==> config.mk <==
export PLATFORM = sky130hd
export DESIGN_NAME = tick_timer
export DESIGN_NICKNAME = d
export VERILOG_FILES = /design/src/rtl/tt_pkg.sv /design/src/rtl/tt_prescaler.sv /design/src/rtl/tt_counter.sv /design/src/rtl/tt_snapshot.sv /design/src/rtl/tick_timer.sv
export SDC_FILE = /design/constraint.sdc
export NUM_CORES = 1
export LEC_CHECK = 0
export BUFFER_PORTS_ARGS = -buffer_cell sky130_fd_sc_hd__buf_2
export CORE_MARGIN = 2
export CORE_UTILIZATION = 40
export CTS_CLUSTER_DIAMETER = 30
export DETAILED_ROUTE_END_ITERATION = 6
export GPL_TIMING_DRIVEN = 0
export HOLD_SLACK_MARGIN = 0.08
export PLACE_DENSITY_LB_ADDON = 0.05
export SYNTH_ARGS = -nofsm -noshare
export SYNTH_HDL_FRONTEND = slang
export SYNTH_SLANG_ARGS = --single-unit
export TNS_END_PERCENT = 10
==> constraint.sdc <==
create_clock -name clk -period 2.63 [get_ports clk]
set_input_delay 0.1315 -clock clk [delete_from_list [all_inputs] [get_ports clk]]
set_output_delay 0.1315 -clock clk [all_outputs]
set_load 0.01 [all_outputs]
==> src/rtl/tt_pkg.sv <==
package tt_pkg;

    localparam int DIV_W  = 3;
    localparam int STAT_W = 3;

    localparam int OFS_PERIOD   = 0;
    localparam int OFS_CTRL     = 12;
    localparam int OFS_SNAP_REQ = 16;
    localparam int OFS_SNAP_VAL = 20;

    localparam int CTRL_EN_BIT   = 0;
    localparam int CTRL_DIV_LSB  = 3;
    localparam int CTRL_STAT_LSB = 7;

    typedef struct packed {
        logic [STAT_W-1:0] stat;
        logic [DIV_W-1:0]  div;
        logic              en;
    } ctrl_t;

    typedef enum logic {
        SNAP_IDLE = 1'b0,
        SNAP_WAIT = 1'b1
    } snap_state_e;

    function automatic logic [31:0] ctrl_to_word(input ctrl_t c);
        logic [31:0] w;
        w = '0;
        w[CTRL_EN_BIT] = c.en;
        w[CTRL_DIV_LSB +: DIV_W] = c.div;
        w[CTRL_STAT_LSB +: STAT_W] = c.stat;
        return w;
    endfunction

endpackage

==> src/rtl/tt_prescaler.sv <==
module tt_prescaler
    import tt_pkg::*;
#(
    parameter int DW = DIV_W
) (
    input  logic          clk,
    input  logic          rst,
    input  logic          run,
    input  logic          clear,
    input  logic [DW-1:0] div,
    output logic          tick
);
    localparam int PRE_W = (1 << DW) - 1;

    logic [PRE_W-1:0] pre_q;
    logic [PRE_W-1:0] mask;

    for (genvar i = 0; i < PRE_W; i++) begin : g_mask
        assign mask[i] = (i < int'(div));
    end

    assign tick = run && !clear && ((pre_q & mask) == mask);

    always_ff @(posedge clk) begin
        if (rst || clear) begin
            pre_q <= '0;
        end else if (run) begin
            pre_q <= pre_q + 1'b1;
        end
    end

    AST_NODIV_EVERY: assert property (@(posedge clk) disable iff (rst)
        (run && !clear && div == '0) |-> tick);

    AST_PRE_HOLD: assert property (@(posedge clk) disable iff (rst)
        (!run && !clear) |=> $stable(pre_q));

endmodule

==> src/rtl/tt_counter.sv <==
module tt_counter #(
    parameter int CNT_W = 32
) (
    input  logic             clk,
    input  logic             rst,
    input  logic             tick,
    input  logic             clear,
    input  logic [CNT_W-1:0] period,
    output logic [CNT_W-1:0] count,
    output logic             wrap
);
    logic [CNT_W-1:0] count_q;

    assign count = count_q;
    assign wrap  = tick && !clear && (count_q >= period);

    always_ff @(posedge clk) begin
        if (rst || clear) begin
            count_q <= '0;
        end else if (tick) begin
            count_q <= wrap ? '0 : count_q + 1'b1;
        end
    end

    AST_WRAP_ZERO: assert property (@(posedge clk) disable iff (rst)
        wrap |=> (count_q == '0));

    AST_COUNT_HOLD: assert property (@(posedge clk) disable iff (rst)
        (!tick && !clear) |=> $stable(count_q));

    AST_COUNT_STEP: assert property (@(posedge clk) disable iff (rst)
        (tick && !clear && !wrap) |=> (count_q == $past(count_q) + 1'b1));

endmodule

==> src/rtl/tt_snapshot.sv <==
module tt_snapshot
    import tt_pkg::*;
#(
    parameter int CNT_W      = 32,
    parameter int SNAP_DELAY = 2
) (
    input  logic             clk,
    input  logic             rst,
    input  logic             start,
    input  logic [CNT_W-1:0] live,
    output logic             busy,
    output logic [CNT_W-1:0] value
);
    localparam int DLY_W = (SNAP_DELAY < 2) ? 1 : $clog2(SNAP_DELAY);
    localparam logic [DLY_W-1:0] LAST = DLY_W'(SNAP_DELAY - 1);

    snap_state_e      state_q;
    logic [DLY_W-1:0] wait_q;
    logic [CNT_W-1:0] value_q;

    assign busy  = (state_q == SNAP_WAIT);
    assign value = value_q;

    always_ff @(posedge clk) begin
        if (rst) begin
            state_q <= SNAP_IDLE;
            wait_q  <= '0;
            value_q <= '0;
        end else begin
            unique case (state_q)
                SNAP_IDLE: begin
                    if (start) begin
                        state_q <= SNAP_WAIT;
                        wait_q  <= '0;
                    end
                end
                SNAP_WAIT: begin
                    if (wait_q == LAST) begin
                        value_q <= live;
                        state_q <= SNAP_IDLE;
                    end else begin
                        wait_q <= wait_q + 1'b1;
                    end
                end
                default: state_q <= SNAP_IDLE;
            endcase
        end
    end

    AST_SNAP_START: assert property (@(posedge clk) disable iff (rst)
        (start && !busy) |=> busy);

    AST_SNAP_VALUE: assert property (@(posedge clk) disable iff (rst)
        $fell(busy) |-> (value_q == $past(live)));

    AST_SNAP_KEEP: assert property (@(posedge clk) disable iff (rst)
        (busy && $past(busy)) |-> $stable(value_q));

endmodule

==> src/rtl/tick_timer.sv <==
module tick_timer
    import tt_pkg::*;
#(
    parameter int          DATA_W       = 32,
    parameter int          ADDR_W       = 8,
    parameter int          SNAP_DELAY   = 2,
    parameter logic [31:0] RESET_PERIOD = 32'hFFFF_FFFF
) (
    input  logic              clk,
    input  logic              rst,
    input  logic              bus_valid,
    input  logic              bus_write,
    input  logic [ADDR_W-1:0] bus_addr,
    input  logic [DATA_W-1:0] bus_wdata,
    output logic [DATA_W-1:0] bus_rdata,
    output logic              irq
);
    localparam logic [ADDR_W-1:0] A_PERIOD = ADDR_W'(OFS_PERIOD);
    localparam logic [ADDR_W-1:0] A_CTRL   = ADDR_W'(OFS_CTRL);
    localparam logic [ADDR_W-1:0] A_SREQ   = ADDR_W'(OFS_SNAP_REQ);
    localparam logic [ADDR_W-1:0] A_SVAL   = ADDR_W'(OFS_SNAP_VAL);

    logic [DATA_W-1:0] period_q;
    ctrl_t             ctrl_q;
    logic              wr_en, rd_en;
    logic              wr_period, wr_ctrl, wr_sreq;
    logic              tick, wrap;
    logic [DATA_W-1:0] count;
    logic              snap_busy;
    logic [DATA_W-1:0] snap_val;
    logic [STAT_W-1:0] stat_set;
    logic [STAT_W-1:0] stat_clr;
    logic [31:0]       ctrl_word;

    assign wr_en     = bus_valid && bus_write;
    assign rd_en     = bus_valid && !bus_write;
    assign wr_period = wr_en && (bus_addr == A_PERIOD);
    assign wr_ctrl   = wr_en && (bus_addr == A_CTRL);
    assign wr_sreq   = wr_en && (bus_addr == A_SREQ);

    tt_prescaler #(.DW(DIV_W)) u_pre (
        .clk   (clk),
        .rst   (rst),
        .run   (ctrl_q.en),
        .clear (wr_period),
        .div   (ctrl_q.div),
        .tick  (tick)
    );

    tt_counter #(.CNT_W(DATA_W)) u_cnt (
        .clk    (clk),
        .rst    (rst),
        .tick   (tick),
        .clear  (wr_period),
        .period (period_q),
        .count  (count),
        .wrap   (wrap)
    );

    tt_snapshot #(.CNT_W(DATA_W), .SNAP_DELAY(SNAP_DELAY)) u_snap (
        .clk   (clk),
        .rst   (rst),
        .start (wr_sreq && bus_wdata[0]),
        .live  (count),
        .busy  (snap_busy),
        .value (snap_val)
    );

    assign stat_set = {{(STAT_W-1){1'b0}}, wrap};
    assign stat_clr = wr_ctrl ? bus_wdata[CTRL_STAT_LSB +: STAT_W] : '0;

    always_ff @(posedge clk) begin
        if (rst) begin
            period_q <= RESET_PERIOD;
            ctrl_q   <= '0;
        end else begin
            if (wr_period) begin
                period_q <= bus_wdata;
            end
            if (wr_ctrl) begin
                ctrl_q.en  <= bus_wdata[CTRL_EN_BIT];
                ctrl_q.div <= bus_wdata[CTRL_DIV_LSB +: DIV_W];
            end
            ctrl_q.stat <= (ctrl_q.stat & ~stat_clr) | stat_set;
        end
    end

    assign irq       = |ctrl_q.stat;
    assign ctrl_word = ctrl_to_word(ctrl_q);

    always_comb begin
        bus_rdata = '0;
        if (rd_en) begin
            unique case (bus_addr)
                A_PERIOD: bus_rdata = period_q;
                A_CTRL:   bus_rdata = DATA_W'(ctrl_word);
                A_SREQ:   bus_rdata = DATA_W'(snap_busy);
                A_SVAL:   bus_rdata = snap_val;
                default:  bus_rdata = '0;
            endcase
        end
    end

    AST_IRQ_ON_WRAP: assert property (@(posedge clk) disable iff (rst)
        wrap |=> irq);

    AST_W1C_CLEARS: assert property (@(posedge clk) disable iff (rst)
        (wr_ctrl && bus_wdata[CTRL_STAT_LSB] && !wrap) |=> !ctrl_q.stat[0]);

    AST_STAT_STICKY: assert property (@(posedge clk) disable iff (rst)
        (irq && !wr_ctrl) |=> irq);

    AST_DISABLED_HOLD: assert property (@(posedge clk) disable iff (rst)
        (!ctrl_q.en && !wr_period) |=> $stable(count));

    AST_PERIOD_CLEARS: assert property (@(posedge clk) disable iff (rst)
        wr_period |=> (count == '0));

endmodule

# Yosys cells after proc, flatten, opt, wreduce, memory -nomap -nowiden
# Cells that the tools add are included.
[classes]
addsub = 3
multipliers = 0
div = 0
magnitude_cmp = 8
eq_ne = 5
shifts = 0
mux = 10
bitwise_logic = 5
reduce_logical = 16
[op_table]
columns = ["operator", "n"]
rows = [
  ["$pmux W32 S4", 1],
  ["$mux W32", 2],
  ["$add A32 B1 Y32 const B", 1],
  ["$ge A32 B32 Y1", 1],
  ["$eq A8 B5 Y1 const B", 2],
  ["$logic_and A1 B1 Y1", 10],
  ["$lt A3 B3 Y1 const A", 3],
  ["$eq A8 B4 Y1 const B", 1],
  ["$logic_not A8 Y1", 1],
  ["$add A7 B1 Y7 const B", 1],
  ["$and A7 B7 Y7", 1],
  ["$eq A7 B7 Y1", 1],
  ["$lt A1 B3 Y1 const A", 2],
  ["$lt A2 B3 Y1 const A", 2],
  ["$mux W1", 4],
  ["$pmux W1 S2", 2],
  ["$and A3 B3 Y3", 1],
  ["$mux W3", 1],
  ["$not A3 Y3", 1],
  ["$or A3 B1 Y3", 1],
  ["$reduce_or A3 Y1", 1],
  ["$logic_not A1 Y1", 2],
  ["$ne A2 B1 Y1 const B", 1],
  ["$reduce_and A2 Y1", 1],
  ["3 further kinds", 3],
]
[totals]
regBits = 112
latch_bits = 0
mem_bits_rw = 0
mem_bits_ro = 0
in_bits = 44
output_inout_bits = 33
mem_count = 0

# Longest topological paths before layout
[depth]
depth_word = 8
ltp_mapped = 9
ltp_nobuf = 8

# Modules after synthesis
# A second synthesis with hierarchy kept.
[unflattened]
cells_unflattened = 767
area_unflattened_um2 = 6465.0
[modules_own_cells]
columns = ["module", "n_inst", "cells_per_inst", "area_per_inst_um2", "seq_area_each_um2"]
rows = [
  ["tt_counter", 1, 290, 2413.6, 640.6],
  ["tick_timer", 1, 281, 2242.2, 780.7],
  ["tt_snapshot", 1, 154, 1457.6, 680.7],
  ["tt_prescaler", 1, 42, 351.6, 140.1],
]

# Least setup slack after synthesis
# Ideal clock, no wire load.
[synth_path]
path_kind = "register to register"
startpoint = "register u_cnt.count_q[0] (netlist: u_cnt.count[0])"
endpoint = "register u_cnt.count_q[10] (netlist: u_cnt.count[10])"
setup_ps = 73
arrival_ps = 2302
setup_slack_ps = 255
path_stages_with_launch = 10
synth_period_minus_slack_ps = 2375
cell_sequence = "dfxtp_1 -> inv_1 -> ha_1 -> nand2b_4 -> a2111oi_2 -> nor3_1 -> or4_1 -> a22o_2 -> buf_6 -> nor3_2"
[synth_between]
elab_chain_cells = 3
[synth_lines]
columns = ["element", "line", "rtl"]
rows = [
  ["start, declared", "tt_counter.sv:12", "logic [CNT_W-1:0] count_q;"],
  ["start signal, assigned", "tt_counter.sv:21", "count_q <= wrap ? '0 : count_q + 1'b1;"],
  ["$ge A32 B32 Y1", "tt_counter.sv:15", "assign wrap = tick && !clear && (count_q >= period);"],
  ["$logic_and A1 B1 Y1", "tt_counter.sv:15", ""],
  ["$mux W32 (*)", "tt_counter.sv:21", ""],
]
# Every way passes the cells marked *; elsewhere a longest branch is shown, timed or not.
# A chain may end at the register's enable or synchronous reset.

# Final worst setup path
[layout_path]
startpoint = "register u_cnt.count_q[0] (netlist: u_cnt.count[0])"
endpoint = "register u_cnt.count_q[26] (netlist: u_cnt.count[26])"
# The elaborated chain is that of the path after synthesis.

==> metrics.txt <==
post-synthesis register bit count 112; slowest CP cell or4_4; GRT Overall Usage 22.1%; CP max stage delay 0.53 ns; Starting Density between 40% and 50%; Setup Skew 0.0119 ns; WL per Instance 16.6 um; final hold violation count 0; postcts setup bufs 0; sequential share of the synthesized area 36.5%; CP most frequent cell nor3_2; number of routed nets with antenna violations 0; combinational share of power between 4 and 5%; 1st-pass router iterations 5; WP data required 2.92 ns; antenna cells 0; minimum clock period 2.50 ns; EDFF count, synth 0; Inst Count DP 1000; Clock power frac between 40% and 50%; FF/Latch Area about 2200 sq um; CTS Buf Count 9; largest net degree at the start of global routing 20; DPL Wire Length roughly 13 mm; reg2reg end u_cnt.count[26]; ys async rst share 0%; first-pass GRT wire length 28.4 mm; LEAKAGE around 2.9 nW; Worst path depth 9; fin util 49.1%; Core Region around 15000 sq um; Pwr Density 428 nW/um^2; I/O pin cnt 77; clk sinks between 100 and 150; Hold Startpoint bus_addr[4]; synthesized cell area 6150 sq um; final setup margin 0.134 ns; DIE AREA 16400 sq um; hold slack 0.216 ns; Worst slew margin 43.1%; Warnings, synthesis 0; H-tree levels 3; Max Root-Sink Buffers 2; fillers 1507; max frequency ~400 MHz; R2R depth 9; Clock Tree Root clkbuf_16; vias 5619; WHS Path Cells 4; total congestion overflow 0; Max Cap Viol 0; maximum VDD drop 0.332 mV; Syn Inst Count 736; Crit path arrival time 2.78 ns; area of the multi-input gates 3550 sq um; final setup fails 0; hold endpoint u_snap.wait_q; Synth top area share 36.5%; Reg clk slew, reported paths 0.08 ns; worst-path fanout max 10; Synth Flop Type dfxtp_1; internal power approximately 2.4 mW; reg-to-reg slack, setup 0.13 ns; Die H 128 um; pre-CTS setup slack -0.120 ns; Cell Area, Placed 6760 sq um; mean area per synthesized cell roughly 8.4 sq um; worst-margin pin slew 0.847 ns; DRT Wirelength roughly 17 mm; port bufs 76; Area contributors post-synth dfxtp_1 (36%), ha_1 (6.9%), nand2_1 (6.2%); NumNets Final 933; part of the power in registers 53.4%; initial antenna violation count 0; CP Launch Type flip-flop; Residual DRC 0; Synth area leader dfxtp_1; worst hold path type input port to flip-flop; Final Max Slew Viols 0; Syn-to-layout area delta 20.6%; design area 7410 sq um; Sw Pwr 757 uW; initial DRC count about 220; share of cells above drive strength 1 19.0%; R2R Path Start u_cnt.count[0]; vias per cell 5.36; part of the cycle the worst path needs between 90% and 100%; delay-heaviest family, CP simple AND/OR/NAND/NOR gates; Clk Latency, worst-skew pair about 0.36 ns; Site Rows 45; Crit Path Category flip-flop to flip-flop; gp weighted congestion 0.876; most frequent cells in the layout dfxtp_1 (111), nand2_1 (101), buf_2 (89); Setup crit end kind flip-flop; Die Wd about 130 um; vias in the first global route 5566; fin cells 1048; WP buf/inv 2; synth unique cells 51; status complete, no violations; switching share of total power 23.9%; TritonCTS clock tree built; syn_nets between 800 and 900; CP cell instances inv_1 > ha_1 > nand2b_4 > a2111oi_4 > nor3_2 > or4_4 > a22o_4 > buf_6 > nor3_2; commonest non-fill, non-tap cell in the layout dfxtp_1
==> cells in the mapped netlist (6+ instances only) <==
cell	number
nor3_1	7
dfxtp_1	112
nor2_1	82
nor4_1	24
a22oi_1	32
inv_1	39
o21ai_0	6
a21oi_1	55
buf_2	12
nand2_1	101
xnor2_1	32
ha_1	34
nor3_2	31
nand4_1	18
a211o_1	32
nand3_1	16
clkbuf_1	34
==> flip-flops by register name, indices dropped and copies added (netlist names) <==
name and count:
ctrl_q 7, period_q 32, u_cnt.count 32, u_pre.pre_q 7, u_snap.busy 1, u_snap.value 32, u_snap.wait_q 1
==> timing repair <==
action,in CTS,in global routing
gates resized for setup,4,9
setup endpoints to repair,49,43
hold buffers,32,0
endpoints found under the hold margin,38,0
gates cloned,0,0
pin swaps,0,2
==> cells by family (layout without fill, tap and decap cells) <==
family	count (synthesis)	count (layout)	share of synthesized area, %
muxes	6	6	0.998
adders and majority gates	34	34	6.92
AOI/OAI and AO/OA	142	142	16.5
DFF	112	112	36.5
xor gates and xnor gates	37	37	5.27
and+or+nand+nor	315	315	27.5
buffers and inverters	90	214	6.35
==> final cells by class <==
type	instances	share of cell area, %
multi-input cells	534	48.0
inverters	39	1.98
clock inverters	7	0.760
flip-flops and latches	112	30.3
well taps	188	3.17
clock buffers	9	3.04
repair buffers	108	9.46
plain buffers	51	3.33
==> how the worst max path moves through the flow <==
stage                              start         endpoint  slack, ns
after floorplan           u_cnt.count[0]  u_cnt.count[10]       0.25
after global placement    u_cnt.count[0]  u_cnt.count[11]      -0.13
after detailed placement  u_cnt.count[0]  u_cnt.count[11]      -0.12
after CTS                 u_cnt.count[0]  u_cnt.count[26]       0.02
after global routing        period_q[31]  u_cnt.count[17]      -0.01
final                     u_cnt.count[0]  u_cnt.count[26]       0.13
==> power by group through the flow <==
| stage | combinational, mW | sequential, mW | clock [mW] |
|---|---|---|---|
| CTS | 0.145 | 1.69 | 1.38 |
| global placement | 0.105 | 1.74 | 0 |
| global route | 0.155 | 1.69 | 1.45 |
| detailed placement | 0.108 | 1.74 | 0 |
| finish | 0.143 | 1.69 | 1.33 |
| floorplan | 0.0453 | 1.73 | 0 |
==> metrics by stage <==
stage,setup TNS [ns],power [mW]
2_1_floorplan,0,1.78
3_3_place_gp,-3.80,1.84
3_5_place_dp,-3.30,1.84
4_1_cts,0,3.22
5_1_grt,-0.0888,3.30
6_report,0,3.17
==> routing by layer <==
layer  track usage (%)  vias to the layer above  wire length [um]
met5                 0                        -                 0
met4              6.40                        0               303
met3              4.80                       17               850
met2              37.4                      135              8160
met1              28.3                     2641              8110
li1                  -                     2826                 -
==> worst reg2reg max path, stage by stage (launching register included) <==
cell and delay (ns):
dfxtp_4 0.38, inv_1 0.05, ha_1 0.26, nand2b_4 0.15, a2111oi_4 0.32, nor3_2 0.08, or4_4 0.53, a22o_4 0.30
buf_6 0.17, nor3_2 0.18
Note: power is estimated with default switching activity, not from simulation.
